===== src/rtl/rst_pulse_ctrl.sv =====
module rst_pulse_ctrl #(
  parameter int HOLD_TICKS = 100,
  parameter int DEB_TICKS  = 20
) (
  input  logic clk,
  input  logic rst,
  input  logic tick,
  input  logic supply_ok,
  input  logic wd_expire,
  input  logic btn_n,
  output logic vth_low,
  output logic rst_out,
  output logic rst_out_n
);

  localparam int HW = $clog2(HOLD_TICKS + 1);
  localparam int DW = $clog2(DEB_TICKS + 1);
  localparam logic [HW-1:0] HOLD_LD  = HW'(HOLD_TICKS);
  localparam logic [DW-1:0] DEB_LAST = DW'(DEB_TICKS - 1);

  logic [1:0]    btn_sync;
  logic          btn_state;
  logic [DW-1:0] deb_cnt;
  logic [HW-1:0] hold_cnt;
  logic          cause;

  always_ff @(posedge clk) begin
    if (rst) btn_sync <= 2'b11;
    else     btn_sync <= {btn_sync[0], btn_n};
  end

  always_ff @(posedge clk) begin
    if (rst) begin
      btn_state <= 1'b0;
      deb_cnt   <= '0;
    end else if (~btn_sync[1] == btn_state) begin
      deb_cnt <= '0;
    end else if (tick) begin
      if (deb_cnt == DEB_LAST) begin
        btn_state <= ~btn_sync[1];
        deb_cnt   <= '0;
      end else begin
        deb_cnt <= deb_cnt + 1'b1;
      end
    end
  end

  assign cause = ~supply_ok | wd_expire | btn_state;

  always_ff @(posedge clk) begin
    if (rst || cause)               hold_cnt <= HOLD_LD;
    else if (tick && hold_cnt != 0) hold_cnt <= hold_cnt - 1'b1;
  end

  assign vth_low   = rst | ~supply_ok;
  assign rst_out   = rst | cause | (hold_cnt != 0);
  assign rst_out_n = ~rst_out;

  AST_SUPPLY_DROP: assert property (@(posedge clk) disable iff (rst)
    !supply_ok |-> (rst_out && vth_low));
  AST_VTH_CLEAR: assert property (@(posedge clk) disable iff (rst)
    supply_ok |-> !vth_low);
  AST_WD_FORCE: assert property (@(posedge clk) disable iff (rst)
    wd_expire |-> (rst_out && !rst_out_n));
  AST_HOLD_RELOAD: assert property (@(posedge clk) disable iff (rst)
    cause |=> (hold_cnt == HOLD_LD));
  AST_RELEASE_ON_TICK: assert property (@(posedge clk) disable iff (rst)
    $fell(rst_out) |-> ($past(tick) && $past(hold_cnt) == 1));
  AST_DEB_ON_TICK: assert property (@(posedge clk) disable iff (rst)
    !$stable(btn_state) |-> $past(tick));

endmodule


===== config.mk =====
export PLATFORM = sky130hd
export DESIGN_NAME = rst_pulse_ctrl
export DESIGN_NICKNAME = d
export VERILOG_FILES = /design/src/rtl/rst_pulse_ctrl.sv
export SDC_FILE = /design/constraint.sdc
export NUM_CORES = 1
export LEC_CHECK = 0
export BUFFER_PORTS_ARGS = -buffer_cell sky130_fd_sc_hd__clkbuf_2
export CORE_MARGIN = 4
export CORE_UTILIZATION = 50
export CTS_CLUSTER_DIAMETER = 120
export DETAILED_ROUTE_END_ITERATION = 8
export GPL_ROUTABILITY_DRIVEN = 0
export PLACE_DENSITY = 0.7
export SETUP_SLACK_MARGIN = 0.3
export SYNTH_ARGS = -nofsm -noshare
export SYNTH_HDL_FRONTEND = slang
export SYNTH_SLANG_ARGS = --single-unit

===== constraint.sdc =====
create_clock -name clk -period 2.4 [get_ports clk]
set_input_delay 0.12 -clock clk [delete_from_list [all_inputs] [get_ports clk]]
set_output_delay 0.12 -clock clk [all_outputs]
set_load 0.05 [all_outputs]

==> run_results.csv <==
group,metric,value,unit
outcome,outcome,"finished clean",
global_route,overflow,0,
detailed_routing,drc,0,
detailed_routing,drtPass1Iterations,4,
final_layout,fin_nets,107,
floorplanning,die_y,46.6,um
floorplanning,design.core.area,1350,sq um
cts,numClockSinks,15,
global_route,grt_pass1_wl,2550,um
pwr,ir_worst_vdd,0.341,mV
final_layout,diodes,0,
cts,tritoncts.num_buffers,3,
synth,ys.flop_type,"dfxtp_1",
final_layout,area_growth,14.8,%
run,maxCapViolations,0,
floorplanning,ioPinCount,9,
sta,clock_skew,0.00587,ns
detailed_routing,via_per_inst,5.85,
critical_path,r2r_start,"hold_cnt[0]$_SDFFE_PP0P_",
global_route,grt_use_total,0.168,
critical_path,crit_path_end_kind,"output port",
synth,synth_common_cells,"15 x dfxtp_1, 8 x nand2_1, 7 x nor2_1",
placement,portBuffers,8,
critical_path,worst_ep_required_time,2.28,ns
detailed_routing,vias,655,
pwr,leakage,0.327,nW
synth,synth_fp_nets,94,
cts,cts-root-buf,"clkbuf_4",
pwr,p_per_area,511,nW/um^2
critical_path,path_class,"reg2out",
global_route,grt_pass1_vias,593,
critical_path,rrSetupSlack,0.70,ns
placement,dpl.hpwl,1080,um
global_route,grt_max_degree,12,
sta,timing.slew.headroom,0.595,
cts,clockBufferDepth,2,
cts,cts_setup_buffers,0,
sta,fin_crit_sh,0.839,
sta,worst-slew-pin-transition,0.600,ns
critical_path,r2r-end,"hold_cnt[0]$_SDFFE_PP0P_",
cts,cts_tree,"built",
cts,clkTransAtPathRegs,0.09,ns
final_layout,stdcell_count,112,
worst_hold_path,hp-class,"in2reg",
placement,place_inst,107,
sta,grt_setup_unrepaired,"no",
global_route,antenna_found_initial,0,
sta,fin_tns_setup,0,ns
synth,synth_area,743,sq um
synth,ys_seq_area_frac,0.404,
critical_path,cp-start-kind,"flip-flop",
detailed_routing,wl_per_cell,12.7,um
critical_path,worstPathArrival,1.89,ns
floorplanning,die-area,2170,sq um
cts,clk_latency,0.29,ns
synth,synthTopCellsByArea,"dfxtp_1 40%, ha_1 5.1%, a21oi_1 4.0%",
synth,synthArstFlopShare,0,
cts,cts_max_level,1,
final_layout,nFillCells,123,
final_layout,drive_gt1_frac,0.186,
synth,synth_top_area_frac,0.404,
detailed_routing,antenna_left,0,
synth,syn_inst,85,
synth,yosysMostFrequentCell,"dfxtp_1",
floorplanning,start_util,0.551,
critical_path,critPathMaxFanout,3,
sta,fmaxAchievable,497,MHz
sta,setup_violations,0,
synth,avgSynthCellArea,8.74,sq um
synth,ys_warn_count,0,
critical_path,reg2reg_depth,5,
worst_hold_path,hp-start,"rst",
sta,slew_viol_final,0,
sta,min_period,2.01,ns
floorplanning,dieWidth,46.6,um
synth,synth_seq_cells,15,
sta,hold_violations,0,
synth,synthDistinctLibCells,32,
detailed_routing,routed_wirelength,1420,um
floorplanning,rows,13,
synth,synth_edf_count,0,
worst_hold_path,min_to,"btn_state$_SDFFE_PP0P_",
worst_hold_path,hold_depth,2,
synth,yosys.area.top_type,"dfxtp_1",
detailed_routing,drtIter0Drc,9,
-- critical path, cell delays in order (launching register included) --
cell,delay [ns]
dfxtp_1,0.34
inv_1,0.11
ha_1,0.19
or4b_4,0.50
nor3_4,0.18
buf_2,0.28
-- metrics by stage --
step / hold slack [ns] / power [mW] / utilization / cell area (sq um) / setup slack (ns)
after floorplan: 0.189 / 0.284 / - / 754 / 0.347
after global placement: 0.309 / 0.294 / 0.602 / 813 / 0.706
after detailed placement: 0.306 / 0.295 / 0.602 / 813 / 0.656
after CTS: 0.0436 / 0.442 / 0.629 / 850 / 0.316
after global routing: 0.0543 / 0.460 / 0.632 / 853 / 0.316
final: 0.0474 / 0.436 / 0.632 / 853 / 0.388
-- cells in the final DEF (no fill, tap or decap), drive strengths merged, types with 2 or more instances in the layout --
master and instances:
clkbuf 11, o21ai 7, nand2 8, ha 3, or4b 3, a211o 2, nor4b 2, dfxtp 15
nor2b 2, xor2 2, mux2i 2, xnor2 2, nor2 7, or2 5, inv 4, a21oi 6
buf 2, nand4 2
-- report_power, final --
group / total, mW / internal [mW] / switching (mW) / leakage, nW
clock network: 0.146 / 0.0647 / 0.0810 / 0.0150
logic: 0.0359 / 0.0146 / 0.0213 / 0.191
registers: 0.255 / 0.252 / 0.00244 / 0.122
total: 0.436 / 0.332 / 0.105 / 0.327
-- layer usage --
| layer | wire [um] | vias up | GRT usage | part of all wire |
|---|---|---|---|---|
| met5 | 0 | - | 0 | 0 |
| met4 | 40 | 0 | 0.102 | 0.028 |
| met3 | 91 | 5 | 0.0352 | 0.064 |
| met2 | 614 | 20 | 0.247 | 0.43 |
| met1 | 674 | 297 | 0.221 | 0.47 |
| li1 | - | 333 | - | - |
-- registers in the layout (all words and copies together) (netlist names) --
signal	flops
btn_state	1
hold_cnt	7
deb_cnt	5
btn_sync	2
-- logic make-up (layout without fill, tap and decap cells) --
group | count (synthesis) | after routing | share of synthesized area
AO/OA/AOI/OAI | 19 | 19 | 0.155
flip-flops | 15 | 15 | 0.404
buffers and inverters | 6 | 18 | 0.0303
XOR/XNOR | 4 | 4 | 0.0471
multiplexers | 2 | 2 | 0.0269
AND/OR/NAND/NOR | 36 | 36 | 0.286
adder cells (fa/ha/maj) | 3 | 3 | 0.0505
-- area by class of cell --
class / instances / area, sq um / share of cell area
Timing Repair Buffer: 10 / 57.6 / 0.0674
Sequential cell: 15 / 300 / 0.352
Clock buffer: 4 / 26.3 / 0.0308
Multi-Input combinational cell: 64 / 435 / 0.510
Tap cell: 15 / 18.8 / 0.0220
Inverter: 4 / 15.0 / 0.0176
-- timing repair --
| action | 4_1_cts | 5_1_grt |
|---|---|---|
| resized for setup | 0 | 2 |
| endpoints found under the hold margin | 1 | 0 |
| setup endpoints to repair | 0 | 2 |
| hold buffers | 1 | 0 |
-- worst max path at each step --
stage | from | endpoint | slack [ns] | cells after the start
6_report | hold_cnt[0]$_SDFFE_PP0P_ | rst_out_n | 0.39 | 5
3_3_place_gp | hold_cnt[0]$_SDFFE_PP0P_ | rst_out_n | 0.71 | 5
3_5_place_dp | hold_cnt[0]$_SDFFE_PP0P_ | rst_out_n | 0.66 | 5
4_1_cts | hold_cnt[0]$_SDFFE_PP0P_ | rst_out_n | 0.32 | 5
2_1_floorplan | hold_cnt[0]$_SDFFE_PP0P_ | rst_out | 0.35 | 5
5_1_grt | hold_cnt[0]$_SDFFE_PP0P_ | rst_out | 0.32 | 6
(Power assumes the default switching activity.)
